===== src/rtl/core_bscan_pkg.sv =====
package core_bscan_pkg;
    // One operation per cycle, decoded from the TAP strobes
    typedef enum logic [2:0] {
        OP_HOLD,
        OP_CAPTURE,
        OP_SHIFT,
        OP_UPDATE,
        OP_RUN
    } bscan_op_e;
endpackage


===== src/rtl/core_bscan_op_decode.sv =====
module core_bscan_op_decode
    import core_bscan_pkg::*;
(
    input  logic      chain_sel,
    input  logic      cap_dr,
    input  logic      shf_dr,
    input  logic      upd_dr,
    input  logic      rti,
    output bscan_op_e op
);
    always_comb begin
        op = OP_HOLD;
        if (chain_sel) begin
            if (cap_dr)      op = OP_CAPTURE;
            else if (shf_dr) op = OP_SHIFT;
            else if (upd_dr) op = OP_UPDATE;
            else if (rti)    op = OP_RUN;
        end
    end
endmodule


===== src/rtl/core_bscan_cells.sv =====
module core_bscan_cells
    import core_bscan_pkg::*;
#(
    parameter int N_IN   = 8,
    parameter int N_MISC = 6,
    parameter int DATA_W = 32,
    localparam int N_OUT = N_MISC + DATA_W,
    localparam int LEN   = N_IN + N_OUT
) (
    input  logic             clk,
    input  logic             rst_n,
    input  bscan_op_e        op,
    input  logic             ext_mode,
    input  logic             tdi,
    input  logic [N_IN-1:0]  cap_in,
    input  logic [N_OUT-1:0] cap_out,
    output logic [LEN-1:0]   chain_q
);
    logic [LEN-1:0] chain_d;

    always_comb begin
        chain_d = chain_q;
        unique case (op)
            OP_CAPTURE: begin
                if (ext_mode) chain_d[N_IN-1:0]   = cap_in;
                else          chain_d[LEN-1:N_IN] = cap_out;
            end
            OP_SHIFT:   chain_d = {tdi, chain_q[LEN-1:1]};
            OP_HOLD, OP_UPDATE, OP_RUN: chain_d = chain_q;
            default:    chain_d = chain_q;
        endcase
    end

    always_ff @(posedge clk or negedge rst_n) begin
        if (!rst_n) chain_q <= '0;
        else        chain_q <= chain_d;
    end
endmodule


===== src/rtl/core_bscan_update.sv =====
module core_bscan_update
    import core_bscan_pkg::*;
#(
    parameter int DATA_W = 32
) (
    input  logic              clk,
    input  logic              rst_n,
    input  bscan_op_e         op,
    input  logic              ext_mode,
    input  logic [DATA_W-1:0] d,
    output logic [DATA_W-1:0] q
);
    always_ff @(posedge clk or negedge rst_n) begin
        if (!rst_n)                         q <= '0;
        else if (op == OP_UPDATE && ext_mode) q <= d;
    end
endmodule


===== src/rtl/core_bscan_clkgen.sv =====
module core_bscan_clkgen
    import core_bscan_pkg::*;
(
    input  logic      clk,
    input  logic      rst_n,
    input  bscan_op_e op,
    input  logic      ext_mode,
    output logic      pulse_q
);
    always_ff @(posedge clk or negedge rst_n) begin
        if (!rst_n) pulse_q <= 1'b0;
        else        pulse_q <= (op == OP_RUN) && !ext_mode;
    end
endmodule


===== src/rtl/core_bscan_chain.sv =====
module core_bscan_chain
    import core_bscan_pkg::*;
#(
    parameter int N_IN   = 8,
    parameter int N_MISC = 6,
    parameter int DATA_W = 32
) (
    input  logic              clk,
    input  logic              rst_n,
    input  logic              chain_sel,
    input  logic              ext_mode,
    input  logic              cap_dr,
    input  logic              shf_dr,
    input  logic              upd_dr,
    input  logic              rti,
    input  logic              tdi,
    output logic              tdo,
    input  logic [N_IN-1:0]   sys_in_i,
    output logic [N_IN-1:0]   core_in_o,
    input  logic [N_MISC-1:0] core_misc_i,
    input  logic [DATA_W-1:0] core_data_i,
    output logic [N_MISC-1:0] sys_misc_o,
    output logic [DATA_W-1:0] sys_data_o,
    output logic              core_clk_o
);
    localparam int N_OUT  = N_MISC + DATA_W;
    localparam int LEN    = N_IN + N_OUT;
    localparam int MISC_L = N_IN;
    localparam int DATA_L = N_IN + N_MISC;

    bscan_op_e         op;
    logic [LEN-1:0]    chain_q;
    logic [DATA_W-1:0] upd_q;

    core_bscan_op_decode u_dec (
        .chain_sel(chain_sel), .cap_dr(cap_dr), .shf_dr(shf_dr),
        .upd_dr(upd_dr), .rti(rti), .op(op)
    );

    core_bscan_cells #(.N_IN(N_IN), .N_MISC(N_MISC), .DATA_W(DATA_W)) u_cells (
        .clk(clk), .rst_n(rst_n), .op(op), .ext_mode(ext_mode), .tdi(tdi),
        .cap_in(sys_in_i), .cap_out({core_data_i, core_misc_i}),
        .chain_q(chain_q)
    );

    core_bscan_update #(.DATA_W(DATA_W)) u_upd (
        .clk(clk), .rst_n(rst_n), .op(op), .ext_mode(ext_mode),
        .d(chain_q[LEN-1:DATA_L]), .q(upd_q)
    );

    core_bscan_clkgen u_clk (
        .clk(clk), .rst_n(rst_n), .op(op), .ext_mode(ext_mode),
        .pulse_q(core_clk_o)
    );

    // Output process: pin steering by selection and mode
    always_comb begin
        tdo        = chain_q[0];
        core_in_o  = sys_in_i;
        sys_misc_o = core_misc_i;
        sys_data_o = core_data_i;
        if (chain_sel) begin
            if (ext_mode) begin
                sys_misc_o = chain_q[DATA_L-1:MISC_L];
                sys_data_o = upd_q;
            end else begin
                core_in_o  = chain_q[N_IN-1:0];
            end
        end
    end
endmodule


===== config.mk =====
export PLATFORM = sky130hd
export DESIGN_NAME = core_bscan_chain
export DESIGN_NICKNAME = d
export VERILOG_FILES = /design/src/rtl/core_bscan_pkg.sv /design/src/rtl/core_bscan_op_decode.sv /design/src/rtl/core_bscan_cells.sv /design/src/rtl/core_bscan_update.sv /design/src/rtl/core_bscan_clkgen.sv /design/src/rtl/core_bscan_chain.sv
export SDC_FILE = /design/constraint.sdc
export NUM_CORES = 1
export LEC_CHECK = 0
export CAP_MARGIN = 20
export CELL_PAD_IN_SITES_DETAIL_PLACEMENT = 1
export CELL_PAD_IN_SITES_GLOBAL_PLACEMENT = 1
export CORE_ASPECT_RATIO = 0.75
export CORE_MARGIN = 2
export CORE_UTILIZATION = 47
export CTS_CLUSTER_SIZE = 24
export DETAILED_ROUTE_END_ITERATION = 16
export DONT_BUFFER_PORTS = 1
export PLACE_DENSITY = 0.78
export SLEW_MARGIN = 20
export SYNTH_ARGS = -nofsm -noshare
export SYNTH_HDL_FRONTEND = slang
export SYNTH_HIERARCHICAL = 1
export SYNTH_SLANG_ARGS = --single-unit
export TNS_END_PERCENT = 50

===== constraint.sdc =====
create_clock -name clk -period 1.4 [get_ports clk]
set_input_delay 0.28 -clock clk [delete_from_list [all_inputs] [get_ports clk]]
set_output_delay 0.28 -clock clk [all_outputs]
set_load 0.05 [all_outputs]

==> results of run 1 <==
## cells in the mapped netlist, types with 2 or more instances
cell type   n  area (um2)
clkbuf_1    5       18.77
mux2_1     20       225.2
o221a_2     7       78.83
o22ai_1    38       237.7
dfrtp_1    79        1977
nand2b_1    8       50.05
buf_2       7       35.03
inv_1      39       146.4
a21oi_2    20       175.2
mux2_2     28       315.3
nor3b_1     2       15.01
a21oi_1    18       90.09
buf_6       9       101.4
mux2_4     30       450.4
## metrics by stage
step / worst slack, ns / cell area, um2
3_3_place_gp: -0.2905 / 4446
3_5_place_dp: -0.3831 / 4446
4_1_cts: -0.06041 / 5111
2_1_floorplan: -0.3055 / 4187
6_report: -0.08862 / 5301
5_1_grt: -0.1099 / 5301
## per-layer routing
metal | vias up | routed length [um]
met3 | 7 | 592
met2 | 91 | 5366
met4 | 0 | 73
met1 | 1445 | 4758
met5 | - | 0
li1 | 1243 | -
## path summary, 6_finish.rpt
kind                                  endpoint         from  cells after the start  slack, ns
min in group clk                 u_clk/pulse_q     ext_mode                      1       0.02
max reg2reg                        u_upd/q[16]  u_upd/q[16]                      3       0.38
max                              sys_misc_o[2]    chain_sel                      4      -0.09
min                                u_upd/q[22]        rst_n                      0      -0.36
min reg2reg                         u_upd/q[0]   u_upd/q[0]                      1       0.51
max in group asynchronous  u_cells/chain_q[28]        rst_n                      0       1.65
## cell type report
cell class	count	share of cell area
clock inverters	5	0.02006
flip-flops and latches	79	0.3729
multi-input cells	186	0.3925
repair buffers	54	0.1164
inverters	39	0.02761
clock buffers	10	0.04508
well taps	108	0.02549
## logic make-up after synthesis
| group | synth area share |
|---|---|
| buf+inv | 0.07707 |
| simple gates | 0.04439 |
| compound gates | 0.1474 |
| flops | 0.4871 |
| mux | 0.2441 |
## power breakdown
part / total (W) / switching [W] / internal (W)
registers: 0.00354 / 0.000548 / 0.00300
logic: 0.00306 / 0.00149 / 0.00157
clock network: 0.00273 / 0.000945 / 0.00178
total: 0.00933 / 0.00298 / 0.00635
## worst max-delay path: stages
cell and delay [ns]:
nand2_2 0.19, buf_12 0.23, mux2_4 0.34, buf_8 0.16
## placed cells by master, fill, tap and decap left out, types with 2 or more instances in the layout
cell and instances:
a21oi_1 18, a21oi_2 20, and2_4 2, buf_12 6, buf_4 24, buf_6 17
buf_8 5, bufinv_16 3, clkbuf_16 11, dfrtp_1 79, inv_1 39, mux2_2 5
mux2_4 72, nand2b_1 8, o221a_2 7, o22ai_1 22, o22ai_2 16
## flip-flops by register name, summed over array words and instances (netlist names)
register and count:
u_cells/chain_q 46, u_clk/pulse_q 1, u_upd/q 32
## what timing repair did
item,CTS,global route
buffers inserted,13,5
pin swaps,0,2
hold endpoints to repair,79,79
gates resized for setup,60,22
endpoints found under the setup margin,35,69
cloned,1,2
==> run_results.csv, run 1 <==
group,metric,value,unit
routing,drtIter0Drc,95,
timing,finalSetupTns,-1.174,ns
routing,first_pass_iters,4,
logic_synthesis,synth_fp_nets,381,
floorplanning,dieArea,9403,um2
critical_path,start_kind,"primary input",
timing,worst_slew_pin_slew,0.4481,ns
routing,drc_errors,0,
pwr,leakage,2.600,nW
placement,routabilityCongestion,0.7833,
floorplanning,coreArea,8418,um2
timing,skew,0.008451,ns
final_layout,drive_above_1_share,0.5416,
global_route,grtUsageMet2,0.3642,
clocking,cts_inserted_buffers,9,
global_route,grt-busiest-layer,"met2",
clocking,path_clk_slew,0.06,ns
floorplanning,start_util,0.4822,
clocking,cts.path.max_buffers,2,
placement,hpwlAfterDp,6412,um
global_route,grt_pass1_vias,3096,
global_route,overflow,0,
logic_synthesis,ys_types,30,
status,violations,"hold timing, setup timing",
final_layout,multi_input_area,2081,um2
global_route,grt.met1_usage,0.2945,
clocking,htreeDepth,3,
logic_synthesis,synthCells,326,
floorplanning,die_h,84.48,um
global_route,met3_usage,0.05487,
flow_run,maxCapViolations,0,
logic_synthesis,ys_seq_area_frac,0.4871,
clocking,cts_tree,"done",
status,status,"finished with violations",
timing,timing.hold.ws,-0.3579,ns
routing,detail-route-antenna-nets,0,
global_route,grt_use_total,0.2214,
final_layout,diodes,0,
timing,final-setup-viol-count,25,
placement,place_inst,445,
critical_path,required,1.12,ns
pwr,peakVddDrop,0.9403,mV
timing,fin_ws,-0.08862,ns
logic_synthesis,syn_area,4059,um2
final_layout,final-seq-area,1977,um2
critical_path,critical_path_class,"in2out",
routing,drt_wl_total,10790,um
final_layout,fin_nets,424,
worst_hold_path,hp-class,"in2async",
timing,fin_crit_sh,1.063,
final_layout,fill_cells,807,
clocking,cts_sinks,79,
timing,hold_viol,79,
routing,vias_per_cell,5.792,
timing,drv_slew,0,
floorplanning,die_w,111.3,um
logic_synthesis,async_flop_share,1.000,
logic_synthesis,avgSynthCellArea,12.45,um2
final_layout,fin_cells,481,
final_layout,syn_to_final_growth,30.61,%
global_route,grt_max_degree,80,
critical_path,crit_fanout,18,
floorplanning,ios,103,
logic_synthesis,synth-seq-cells,79,
clocking,root_buffer,"clkbuf_16",
floorplanning,placementRows,29,
global_route,grt_pass1_wl,16570,um
pwr,powerDensity,1760,nW/um2
final_layout,post-route-util,0.6298,
timing,fin_crit,1.489,ns
timing,relSlewSlack,0.7015,
critical_path,arrival,1.21,ns
logic_synthesis,ys.warnings.count,6,
critical_path,end_kind,"output pin",
logic_synthesis,synth_edf_count,0,
global_route,antenna_found_initial,0,
routing,vias,2786,
routing,wire_per_inst,22.43,um
timing,fmax,0.6718,GHz
placement,portBuffers,0,
clocking,clock_latency,0.33,ns
pwr,total_power,0.009331,W
logic_synthesis,synthFlopType,"dfrtp_1",
timing,rsz0062_at_grt,"yes",
No activity file was read; power rests on OpenSTA's default activity.
==> run 2, diff against run 1 <==
--- a/config.mk
+++ b/config.mk
@@ -10,11 +10,12 @@
 export CELL_PAD_IN_SITES_GLOBAL_PLACEMENT = 1
 export CORE_ASPECT_RATIO = 0.75
 export CORE_MARGIN = 2
-export CORE_UTILIZATION = 47
+export CORE_UTILIZATION = 50
 export CTS_CLUSTER_SIZE = 24
 export DETAILED_ROUTE_END_ITERATION = 16
 export DONT_BUFFER_PORTS = 1
-export PLACE_DENSITY = 0.78
+export PLACE_DENSITY = 0.82
+export RECOVER_POWER = 50
 export SLEW_MARGIN = 20
 export SYNTH_ARGS = -nofsm -noshare
 export SYNTH_HDL_FRONTEND = slang
==> run 2 against run 1 <==
Effect of this change: the run still ends with hold timing, setup timing left; non-clock buffer count grew 13; cell area is 2.3% lower; cell count grew 2.3%; first-iteration DRC count up 49%; hold slack worse by 0.025 ns; count of clock-buffer cells in the layout unchanged; sequential cell count did not move; power is 8.8% lower; combinational power grew 5%; sequential power about the same.
==> run_results.csv, run 2 (synthesis gave the netlist of run 1 again) <==
group,metric,value,unit
status,status,"finished with violations",
status,violations,"hold timing, setup timing",
global_route,grt_pass1_wl,16590,um
floorplanning,ios,103,
clocking,cts_tree,"done",
placement,place_area,4452,um2
critical_path,arrival,1.20,ns
critical_path,r2r_end,"u_cells/chain_q[10]",
clocking,root_buffer,"clkbuf_8",
final_layout,drive_above_1_share,0.5426,
pwr,p_clk_frac,0.209,
final_layout,post-route-util,0.6568,
critical_path,r2r_start,"u_cells/chain_q[11]",
pwr,intPower,0.005521,W
pwr,swShare,0.3508,
final_layout,diodes,0,
routing,drc_errors,0,
pwr,leakage,2.572,nW
final_layout,stdcell_area,5177,um2
placement,hpwlAfterDp,6548,um
placement,routabilityCongestion,0.7836,
clocking,path_clk_slew,0.09,ns
routing,detail-route-antenna-nets,0,
clocking,cts.path.max_buffers,2,
routing,top_layer,"met4",
timing,fin_crit,1.481,ns
clocking,cts_inserted_buffers,9,
floorplanning,start_util,0.5149,
floorplanning,placementRows,28,
critical_path,critical_path_class,"reg2out",
routing,met1_length,4811,um
pwr,power.switching,0.002984,W
critical_path,rrSetupSlack,0.37,ns
critical_path,crit_family,"flip-flops",
final_layout,largest-register,"u_cells/chain_q",
critical_path,cp_cell_sequence,"mux2_4 -> buf_8",
pwr,total_power,0.008505,W
final_layout,largest_reg_flops,46,
critical_path,end_kind,"output pin",
final_layout,fin_cells,492,
timing,final-setup-viol-count,29,
routing,wire_per_inst,22.50,um
timing,drv_slew,0,
global_route,grt_use_total,0.2486,
clocking,cts_hold_buf,1,
timing,relSlewSlack,0.6911,
timing,fmax,0.6751,GHz
final_layout,syn_to_final_growth,27.56,%
routing,routed-wl-met2,5327,um
routing,drtIter0Drc,142,
pwr,seqPwrFrac,0.414,
pwr,peakVddDrop,0.8595,mV
final_layout,fin_nets,437,
critical_path,start_kind,"flip-flop",
timing,skew,0.006193,ns
global_route,overflow,0,
worst_hold_path,hp-class,"in2async",
final_layout,final_cell_mix,"79 x dfrtp_1, 76 x mux2_4, 39 x buf_4, 39 x inv_1, 28 x o22ai_1",
final_layout,fill_cells,763,
global_route,grt_max_degree,80,
timing,hold_viol,79,
critical_path,cp_slowest_stage_delay,0.40,ns
timing,fin_crit_sh,1.058,
clocking,cts_sinks,79,
critical_path,crit_buf_inv,1,
clocking,htreeDepth,3,
critical_path,critPathLaunch,"u_cells/chain_q[8]",
critical_path,cp-endpoint,"sys_misc_o[0]",
floorplanning,die_h,82.03,um
pwr,combinationalPowerShare,0.377,
floorplanning,dieArea,8862,um2
routing,vias,2874,
global_route,antenna_found_initial,0,
routing,vias_per_cell,5.841,
critical_path,worst-path-stages,2,
final_layout,final_common_cell,"dfrtp_1",
placement,place_inst,445,
timing,worst_slew_pin_slew,0.4637,ns
final_layout,top_regs,"u_cells/chain_q (46), u_upd/q (32), u_clk/pulse_q (1)",
flow_run,maxCapViolations,0,
routing,dr_wl_met3,618,um
critical_path,reg2reg_depth,4,
global_route,grt_pass1_vias,3124,
timing,timing.hold.ws,-0.3834,ns
critical_path,crit_fanout,2,
routing,drt_wl_total,11070,um
floorplanning,coreArea,7883,um2
timing,rsz0062_at_grt,"yes",
timing,fin_ws,-0.08122,ns
critical_path,cp_slowest_cell,"dfrtp_1",
clocking,clock_latency,0.35,ns
critical_path,required,1.12,ns
placement,portBuffers,0,
routing,first_pass_iters,4,
pwr,powerDensity,1643,nW/um2
floorplanning,die_w,108.0,um
timing,finalSetupTns,-1.132,ns
==> run 2: changes by cell type in the layout (fill, tap and decap cells not counted), sizes merged <==
cell / previous run / this run
dlygate4sd3: 0 / 1
bufinv: 3 / 1
buf: 52 / 66
clkinvlp: 1 / 3
clkinv: 1 / 2
clkbuf: 12 / 10
==> run 2: worst min path at each step <==
stage	cells after the start	from	endpoint
2_1_floorplan	0	rst_n	u_cells/chain_q[0]
4_1_cts	0	rst_n	u_cells/chain_q[29]
3_5_place_dp	0	rst_n	u_upd/q[21]
3_3_place_gp	0	rst_n	u_upd/q[21]
6_report	0	rst_n	u_cells/chain_q[35]
5_1_grt	0	rst_n	u_upd/q[20]
==> run 2: through the flow <==
step	hold slack [ns]	setup WS, ns
3_3_place_gp	-0.01256	-0.2821
4_1_cts	-0.4018	-0.09144
5_1_grt	-0.4127	-0.1174
3_5_place_dp	-0.01267	-0.3419
6_report	-0.3834	-0.08122
2_1_floorplan	-0.01559	-0.3055
==> run 2: layer usage <==
layer  up-vias  track usage
li1       1277            -
met2       106       0.3981
met1      1467       0.3222
met3        24      0.06746
met5         -            0
met4         0       0.1038
==> run 2: cell type report <==
cell class	count	area, um2	area share
clock buffer	10	137.6	0.02658
sequential	79	1977	0.3818
clock inverter	6	70.07	0.01353
multi-input combinational	186	2061	0.3980
tap	105	131.4	0.02537
inverter	39	146.4	0.02827
timing repair buffer	67	654.4	0.1264
==> run 2: what timing repair did <==
item	in CTS	in global routing
setup buffers	16	13
resized for setup	60	15
pin swaps	0	1
cloned	0	1
hold endpoints to repair	80	79
setup endpoints to repair	46	65
==> run 2: power by group through the flow <==
stage | clock (W) | sequential, W | combinational [W]
5_1_grt | 0.00192 | 0.00361 | 0.00337
2_1_floorplan | 0 | 0.00338 | 0.00212
3_3_place_gp | 0 | 0.00349 | 0.00234
6_report | 0.00178 | 0.00352 | 0.00320
4_1_cts | 0.00180 | 0.00350 | 0.00293
3_5_place_dp | 0 | 0.00355 | 0.00243
==> run 2: worst register-to-register path, stage by stage (launching register included) <==
cell and delay (ns):
dfrtp_1 0.41, buf_4 0.15, buf_4 0.13, o22ai_1 0.16, a21oi_1 0.06
